==> src/rtl/evt_irq_pkg.sv <==
`timescale 1ns/1ps
package evt_irq_pkg;

    localparam int unsigned EVT_COUNT   = 7;
    localparam int unsigned BUS_DW      = 32;
    localparam int unsigned BUS_AW      = 8;
    localparam logic [7:0]  OFS_PENDING = 8'h04;
    localparam logic [7:0]  OFS_ENABLE  = 8'h08;

    typedef enum int unsigned {
        EV_TX_DONE  = 0,
        EV_TX_ERR   = 1,
        EV_RX_DONE  = 2,
        EV_RX_ERR   = 3,
        EV_DROPPED  = 4,
        EV_TX_CTRL  = 5,
        EV_RX_CTRL  = 6
    } evt_pos_e;

endpackage

==> src/rtl/evt_pending_reg.sv <==
`timescale 1ns/1ps
module evt_pending_reg #(
    parameter int unsigned N = 7
) (
    input  logic         clk,
    input  logic         rst_n,
    input  logic [N-1:0] evt_i,
    input  logic         clr_we,
    input  logic [N-1:0] clr_bits,
    output logic [N-1:0] pend_o
);

    typedef struct packed {
        logic [N-1:0] pend;
    } pend_st_t;

    pend_st_t st_d, st_q;

    always_comb begin
        st_d = st_q;
        if (clr_we) begin
            st_d.pend = st_q.pend & ~clr_bits;
        end
        st_d.pend = st_d.pend | evt_i;
    end

    always_ff @(posedge clk) begin
        if (!rst_n) begin
            st_q <= '0;
        end else begin
            st_q <= st_d;
        end
    end

    assign pend_o = st_q.pend;

    for (genvar b = 0; b < N; b++) begin : g_bit_chk
        p_event_sets_r5: assert property (@(posedge clk) disable iff (!rst_n)
            evt_i[b] |=> st_q.pend[b]);
    end

    p_quiet_hold_r4: assert property (@(posedge clk) disable iff (!rst_n)
        (evt_i == '0 && !clr_we) |=> $stable(st_q.pend));

    p_clear_works_r4: assert property (@(posedge clk) disable iff (!rst_n)
        (evt_i == '0 && clr_we) |=> ((st_q.pend & $past(clr_bits)) == '0));

endmodule

==> src/rtl/evt_enable_reg.sv <==
`timescale 1ns/1ps
module evt_enable_reg #(
    parameter int unsigned N = 7
) (
    input  logic         clk,
    input  logic         rst_n,
    input  logic         wr_en,
    input  logic [N-1:0] wr_bits,
    output logic [N-1:0] en_o
);

    typedef struct packed {
        logic [N-1:0] en;
    } en_st_t;

    en_st_t st_d, st_q;

    always_comb begin
        st_d = st_q;
        if (wr_en) begin
            st_d.en = wr_bits;
        end
    end

    always_ff @(posedge clk) begin
        if (!rst_n) begin
            st_q <= '0;
        end else begin
            st_q <= st_d;
        end
    end

    assign en_o = st_q.en;

    p_enable_load_r6: assert property (@(posedge clk) disable iff (!rst_n)
        wr_en |=> (st_q.en == $past(wr_bits)));

    p_enable_hold_r9: assert property (@(posedge clk) disable iff (!rst_n)
        !wr_en |=> $stable(st_q.en));

endmodule

==> src/rtl/evt_irq_out.sv <==
`timescale 1ns/1ps
module evt_irq_out #(
    parameter int unsigned N = 7
) (
    input  logic         clk,
    input  logic         rst_n,
    input  logic [N-1:0] pend_i,
    input  logic [N-1:0] en_i,
    output logic         irq_o
);

    typedef struct packed {
        logic irq;
    } irq_st_t;

    irq_st_t      st_d, st_q;
    logic [N-1:0] live;

    always_comb begin
        live   = pend_i & en_i;
        st_d   = st_q;
        st_d.irq = |live;
    end

    always_ff @(posedge clk) begin
        if (!rst_n) begin
            st_q <= '0;
        end else begin
            st_q <= st_d;
        end
    end

    assign irq_o = st_q.irq;

    p_irq_rise_r7: assert property (@(posedge clk) disable iff (!rst_n)
        ((pend_i & en_i) != '0) |=> st_q.irq);

    p_irq_fall_r10: assert property (@(posedge clk) disable iff (!rst_n)
        ((pend_i & en_i) == '0) |=> !st_q.irq);

endmodule

==> src/rtl/evt_irq_ctrl.sv <==
`timescale 1ns/1ps
module evt_irq_ctrl
    import evt_irq_pkg::*;
#(
    parameter int unsigned NUM_EVT  = EVT_COUNT,
    parameter int unsigned DATA_W   = BUS_DW,
    parameter int unsigned ADDR_W   = BUS_AW,
    parameter logic [ADDR_W-1:0] PEND_OFS = ADDR_W'(OFS_PENDING),
    parameter logic [ADDR_W-1:0] EN_OFS   = ADDR_W'(OFS_ENABLE)
) (
    input  logic              clk,
    input  logic              rst_n,
    input  logic [ADDR_W-1:0] bus_addr,
    input  logic              bus_we,
    input  logic [DATA_W-1:0] bus_wdata,
    output logic [DATA_W-1:0] bus_rdata,
    input  logic [NUM_EVT-1:0] evt_i,
    output logic              irq_o
);

    localparam int unsigned PAD_W = DATA_W - NUM_EVT;

    logic               sel_pend, sel_en;
    logic [NUM_EVT-1:0] pend_q, en_q;

    always_comb begin
        sel_pend = (bus_addr == PEND_OFS);
        sel_en   = (bus_addr == EN_OFS);
    end

    evt_pending_reg #(.N(NUM_EVT)) u_pend (
        .clk      (clk),
        .rst_n    (rst_n),
        .evt_i    (evt_i),
        .clr_we   (bus_we && sel_pend),
        .clr_bits (bus_wdata[NUM_EVT-1:0]),
        .pend_o   (pend_q)
    );

    evt_enable_reg #(.N(NUM_EVT)) u_en (
        .clk     (clk),
        .rst_n   (rst_n),
        .wr_en   (bus_we && sel_en),
        .wr_bits (bus_wdata[NUM_EVT-1:0]),
        .en_o    (en_q)
    );

    evt_irq_out #(.N(NUM_EVT)) u_irq (
        .clk    (clk),
        .rst_n  (rst_n),
        .pend_i (pend_q),
        .en_i   (en_q),
        .irq_o  (irq_o)
    );

    always_comb begin
        bus_rdata = '0;
        if (sel_pend) begin
            bus_rdata = {{PAD_W{1'b0}}, pend_q};
        end else if (sel_en) begin
            bus_rdata = {{PAD_W{1'b0}}, en_q};
        end
    end

    p_reset_clear_r1: assert property (@(posedge clk)
        !rst_n |=> (pend_q == '0 && en_q == '0 && !irq_o));

    p_read_no_effect_r9: assert property (@(posedge clk) disable iff (!rst_n)
        (!bus_we && evt_i == '0) |=> $stable(pend_q));

endmodule

==> config.mk <==
export PLATFORM = sky130hd
export DESIGN_NAME = evt_irq_ctrl
export DESIGN_NICKNAME = d
export VERILOG_FILES = /design/src/rtl/evt_irq_pkg.sv /design/src/rtl/evt_pending_reg.sv /design/src/rtl/evt_enable_reg.sv /design/src/rtl/evt_irq_out.sv /design/src/rtl/evt_irq_ctrl.sv
export SDC_FILE = /design/constraint.sdc
export NUM_CORES = 1
export LEC_CHECK = 0
export ABC_AREA = 0
export BUFFER_PORTS_ARGS = -buffer_cell sky130_fd_sc_hd__buf_2
export CORE_MARGIN = 2
export CORE_UTILIZATION = 28
export DETAILED_ROUTE_END_ITERATION = 10
export PLACE_DENSITY = 0.74
export SLEW_MARGIN = 15
export SYNTH_ARGS = -nofsm -noshare
export SYNTH_HDL_FRONTEND = slang
export SYNTH_SLANG_ARGS = --single-unit
==> constraint.sdc <==
create_clock -name clk -period 1.3 [get_ports clk]
set_input_delay 0.195 -clock clk [delete_from_list [all_inputs] [get_ports clk]]
set_output_delay 0.195 -clock clk [all_outputs]
set_load 0.005 [all_outputs]
==> impl_metrics.env, run 1 <==
export IMPL_cellLeakagePower_nw=0.581
export IMPL_cts_max_level=1
export IMPL_ys_warnings_count=0
export IMPL_viasPerCell=4.23
export IMPL_final_net_count=200
export IMPL_drtAntennaViolNets=0
export IMPL_dp_hpwl_um=1500
export IMPL_num_vias=816
export IMPL_dieArea_um2=3790
export IMPL_synth_edf_count=0
export IMPL_critPathMostFrequentCell="buf_2"
export IMPL_tritoncts_num_buffers=3
export IMPL_max_cap_viol_count=0
export IMPL_peakVddDrop_mv=0.263
export IMPL_core_um2=3100
export IMPL_row_count=20
export IMPL_slowest_stage="nor4_4"
export IMPL_wire_per_inst_um=10.4
export IMPL_n_fill_cell=351
export IMPL_timing_final_hold_violations=0
export IMPL_synthArstFlopShare_pct=0
export IMPL_path_clk_slew_ns=0.09
export IMPL_yosys_top_cells_area="dfxtp_1, buf_4, mux2i_1"
export IMPL_drtIter0Drc=25
export IMPL_firstDrtPassIters=4
export IMPL_antenna_found_initial=0
export IMPL_p_int_mw=0.644
export IMPL_grt_use_total_pct=10.3
export IMPL_ios=83
export IMPL_cts_sinks=15
export IMPL_ys_seq_area_share_pct=32.4
export IMPL_yosysTopAreaCell="dfxtp_1"
export IMPL_cts_tree="yes"
export IMPL_syn_avg_cell_area_um2=8.13
export IMPL_grt_max_degree=23
export IMPL_syn_inst=114
export IMPL_port_buffers=32
export IMPL_multi_input_area_um2=499
export IMPL_routed_wl_um=2020
export IMPL_grt_pass1_vias=666
export IMPL_clock_path_buffers=2
export IMPL_num_antenna_cells=0
export IMPL_critical_path_top_delay_family="simple AND/OR/NAND/NOR gates"
export IMPL_required_ns=1.11
export IMPL_fin_ws_ns=0.0135
export IMPL_overflow=0
export IMPL_min_path_type="primary input to register"
export IMPL_synth_top_flop_cell="dfxtp_1"
export IMPL_cts_root_buf="clkbuf_4"
export IMPL_finalCritPeriodShare_pct=99.0
export IMPL_yosys_area_top_type_share_pct=32.4
export IMPL_sequentialPowerShare_pct=54.9
export IMPL_max_freq_mhz=777
export IMPL_cp_arrival_ns=1.09
export IMPL_max_stage_delay_ns=0.37
export IMPL_layout_min_cycle_time_ns=1.29
export IMPL_cp_max_fo=7
export IMPL_finalSetupViolCount=0
export IMPL_hold_buffers=0
export IMPL_synth_area_um2=927
export IMPL_run_status="finished clean"
export IMPL_worstSetupEndpointType="primary output"
export IMPL_drive_gt1_share_pct=32.9
export IMPL_rsz0062_at_grt="true"
export IMPL_drc_errors=0
export IMPL_pre_cts_slack_ns=-0.118
export IMPL_insertion_delay_ns=0.28
export IMPL_final_common_cell="buf_2"
export IMPL_die_x_um=61.5
export IMPL_start_util_pct=29.9
export IMPL_holdWs_ns=0.0972
export IMPL_ys_seq_elements=15
export IMPL_final_cell_mix="buf_2, conb_1, dfxtp_1"
export IMPL_globalplace_congestion=0.708
export IMPL_grt_pass1_wl_um=2780
export IMPL_p_switching_mw=0.244
export IMPL_start_kind="primary input"
export IMPL_clock_power_share_pct=30.4
export IMPL_fin_skew_ns=0.00110
export IMPL_seqCellArea_um2=300
export IMPL_crit_buf_inv=2
export IMPL_p_comb_share_pct=14.7
export IMPL_die_y_um=61.5
export IMPL_crit_chain="buf_2 -> nor4_4 -> nand2_4 -> nor2_2 -> buf_2"
export IMPL_pwr_density_cell_nw_per_um2=800
export IMPL_area_delta_synth_final_pct=19.7
export IMPL_p_sw_share_pct=27.5
export IMPL_crit_type="primary input to primary output"
export IMPL_synth_cell_type_count=18
export IMPL_slew_violations=0
[kinds of logic (layout without fill, tap and decap cells)]
logic type             after synthesis  in the layout  share of synthesized area (%)
buffers and inverters               38             49                           25.9
AND/OR/NAND/NOR                     28             28                           16.2
AO/OA/AOI/OAI                       25             25                           17.5
flip-flops                          15             15                           32.4
multiplexers                         7              7                           7.56
other                                1             25                          0.404
[through the flow]
stage	total power [mW]	TNS [ns]	std cells	util, %	instance area, µm²
3_5_place_dp	0.622	-1.24	188	33.9	1050
5_1_grt	0.939	-0.282	193	35.8	1110
2_1_floorplan	0.615	0	138	-	1020
6_report	0.888	0	193	35.8	1110
4_1_cts	0.892	0	192	35.0	1080
3_3_place_gp	0.619	-1.38	188	33.9	1050
[area by class of cell]
class | count | share of cell area, %
sequential | 15 | 27.1
multi-input combinational | 85 | 45.0
tap | 44 | 4.96
clock buffer | 3 | 2.03
timing repair buffer | 37 | 17.8
inverter | 8 | 2.71
clock inverter | 1 | 0.451
[synth_stat cells (2+ instances only)]
master     n
buf_4     25
dfxtp_1   15
nand2_1   15
a22oi_1    9
a31oi_1    8
inv_1      8
nor2_1     8
mux2i_1    7
o21ai_0    7
buf_2      2
clkbuf_1   2
nor2b_1    2
[final timing paths]
check,cells after the start,slack [ns],from,end
max,5,0.01,bus_addr[0],bus_rdata[1]
min,2,0.1,bus_wdata[4],u_pend.pend_o[4]$_SDFF_PN0_
max reg2reg,2,0.38,u_pend.pend_o[4]$_SDFF_PN0_,u_irq.irq_o$_SDFF_PN0_
min reg2reg,2,0.48,u_en.en_o[0]$_SDFFE_PN0P_,u_en.en_o[0]$_SDFFE_PN0P_
[sequential cells by signal, indices dropped and copies added, names as in the netlist]
| register | flops |
|---|---|
| u_pend.pend_o | 7 |
| u_irq.irq_o | 1 |
| u_en.en_o | 7 |
[timing repair]
item,4_1_cts,5_1_grt
buffers inserted,0,1
pin swaps,0,2
endpoints found under the setup margin,7,7
resized for setup,2,5
[worst register-to-register path, cell delays in order, from the launching register on]
cell,delay (ns)
dfxtp_1,0.34
a222oi_1,0.35
a31oi_1,0.12
[layer usage]
metal  wire length, µm  track usage (%)
met3               177             3.15
met1               855             12.3
met2               972             16.4
met4                 9             5.47
met5                 0                0
[power by group through the flow]
| stage | clock, mW | sequential [mW] | combinational [mW] |
|---|---|---|---|
| 2_1_floorplan | 0 | 0.494 | 0.121 |
| 3_3_place_gp | 0 | 0.498 | 0.121 |
| 3_5_place_dp | 0 | 0.498 | 0.124 |
| 4_1_cts | 0.279 | 0.488 | 0.125 |
| 5_1_grt | 0.301 | 0.490 | 0.149 |
| 6_report | 0.270 | 0.488 | 0.131 |
Power figures use the tool's default switching activity.
==> run 2, diff against run 1 <==
--- a/config.mk
+++ b/config.mk
@@ -11,6 +11,7 @@
 export CORE_UTILIZATION = 28
 export DETAILED_ROUTE_END_ITERATION = 10
 export PLACE_DENSITY = 0.74
+export SETUP_SLACK_MARGIN = 0.3
 export SLEW_MARGIN = 15
 export SYNTH_ARGS = -nofsm -noshare
 export SYNTH_HDL_FRONTEND = slang
==> run 2 against run 1 <==
Effect of this change:
- hold slack gained 0.0030 ns
- clock-buffer cell count unchanged
- wire length up 2.4%
- first-iteration DRC count is 130% higher
- combinational power is 14% higher
- register-to-register slack about the same
- critical path type is now register to primary output
- critical endpoint is now bus_rdata[0]
- largest cell class unchanged
- largest power group unchanged
==> impl_metrics.env, run 2 (synthesis results as in run 1) <==
export IMPL_run_status="finished clean"
export IMPL_timing_final_hold_violations=0
export IMPL_max_cap_viol_count=0
export IMPL_min_path_cells=2
export IMPL_layout_min_cycle_time_ns=1.22
export IMPL_slew_violations=0
export IMPL_num_antenna_cells=0
export IMPL_final_cell_mix="buf_2, conb_1, dfxtp_1"
export IMPL_final_common_cell="buf_2"
export IMPL_r2r_start="u_pend.pend_o[4]$_SDFF_PN0_"
export IMPL_max_freq_mhz=817
export IMPL_wire_per_inst_um=10.7
export IMPL_pwr_density_cell_nw_per_um2=779
export IMPL_die_y_um=61.5
export IMPL_start_util_pct=29.9
export IMPL_place_inst=188
export IMPL_num_vias=804
export IMPL_core_um2=3100
export IMPL_required_ns=1.11
export IMPL_die_x_um=61.5
export IMPL_globalplace_congestion=0.724
export IMPL_path_clk_slew_ns=0.09
export IMPL_critPathLaunch="u_pend.pend_o[0]$_SDFF_PN0_"
export IMPL_drtIter0Drc=57
export IMPL_clock_path_buffers=2
export IMPL_area_delta_synth_final_pct=26.7
export IMPL_instances_no_fill=193
export IMPL_cts_root_buf="clkbuf_4"
export IMPL_rrSetupSlack_ns=0.38
export IMPL_row_count=20
export IMPL_hp_start="bus_wdata[2]"
export IMPL_hold_buffers=0
export IMPL_fin_skew_ns=0.00121
export IMPL_drc_errors=0
export IMPL_cp_max_fo=3
export IMPL_antenna_found_initial=0
export IMPL_cts_max_level=1
export IMPL_holdWs_ns=0.100
export IMPL_place_area_um2=1050
export IMPL_timing_rr_end="u_irq.irq_o$_SDFF_PN0_"
export IMPL_cts_sinks=15
export IMPL_post_route_cell_area_um2=1170
export IMPL_overflow=0
export IMPL_grt_pass1_wl_um=3110
export IMPL_finalCritPeriodShare_pct=94.1
export IMPL_worstSetupEndpointType="primary output"
export IMPL_start_kind="register"
export IMPL_dp_hpwl_um=1580
export IMPL_routed_wl_um=2060
export IMPL_cellLeakagePower_nw=0.589
export IMPL_peakVddDrop_mv=0.221
export IMPL_cp_arrival_ns=1.03
export IMPL_crit_type="register to primary output"
export IMPL_drtAntennaViolNets=0
export IMPL_finalSetupViolCount=0
export IMPL_tritoncts_num_buffers=3
export IMPL_viasPerCell=4.17
export IMPL_setup_worst_path_end="bus_rdata[0]"
export IMPL_reg2regPathDepth=2
export IMPL_insertion_delay_ns=0.29
export IMPL_firstDrtPassIters=4
export IMPL_grt_max_degree=23
export IMPL_drive_gt1_share_pct=36.9
export IMPL_rsz0062_at_grt="true"
export IMPL_final_net_count=200
export IMPL_port_buffers=32
export IMPL_grt_use_total_pct=11.0
export IMPL_cts_tree="yes"
export IMPL_dieArea_um2=3790
export IMPL_min_path_type="primary input to register"
export IMPL_ios=83
export IMPL_grt_pass1_vias=746
==> run 2: cell counts in the layout (fill, tap and decap cells not counted) <==
No cell type changed its count.
==> run 2: metrics by stage <==
stage	util, %	setup WS (ns)	power [mW]	TNS (ns)
6_report	37.9	0.0764	0.915	0
5_1_grt	37.9	0.0247	0.959	0
4_1_cts	35.8	0.0653	0.901	0
3_5_place_dp	33.9	-0.148	0.624	-0.860
3_3_place_gp	33.9	-0.125	0.620	-0.628
2_1_floorplan	-	0.243	0.615	0
==> run 2: critical path, stage by stage (launching register included) <==
cell and delay (ns):
dfxtp_1 0.34, a22oi_1 0.20, nor2_2 0.07, buf_2 0.13
==> run 2: worst min-delay path by stage <==
stage	to	slack (ns)
floorplan	u_pend.pend_o[0]$_SDFF_PN0_	0.31
finish	u_pend.pend_o[2]$_SDFF_PN0_	0.10
CTS	u_pend.pend_o[2]$_SDFF_PN0_	0.09
detailed placement	u_pend.pend_o[2]$_SDFF_PN0_	0.41
global route	u_pend.pend_o[2]$_SDFF_PN0_	0.09
global placement	u_pend.pend_o[0]$_SDFF_PN0_	0.41
==> run 2: cell type report <==
cell class                      instances  area (µm²)
Fill cell                             347        1930
Multi-Input combinational cell         85         548
Sequential cell                        15         300
Timing Repair Buffer                   37         214
Tap cell                               44        55.1
Inverter                                8        30.0
Clock buffer                            3        22.5
Clock inverter                          1        5.00
==> run 2: repair_timing <==
item | 4_1_cts | 5_1_grt
buffers inserted | 1 | 0
pin swaps | 8 | 3
setup endpoints to repair | 10 | 14
resized for setup | 6 | 10
endpoints found under the hold margin | 0 | 0
==> run 2: per-layer routing <==
layer / up-vias / wire (µm) / track usage [%]
met4: 0 / 17 / 4.56
li1: 409 / - / -
met2: 34 / 972 / 19.2
met3: 3 / 122 / 1.89
met1: 358 / 950 / 13.3
met5: - / 0 / 0
==> run 2: where the power goes <==
group / switching (mW) / leakage, nW / internal [mW] / total [mW]
clock network: 0.163 / 0.0177 / 0.115 / 0.277
registers: 0.0137 / 0.123 / 0.475 / 0.489
logic: 0.0851 / 0.448 / 0.0638 / 0.149
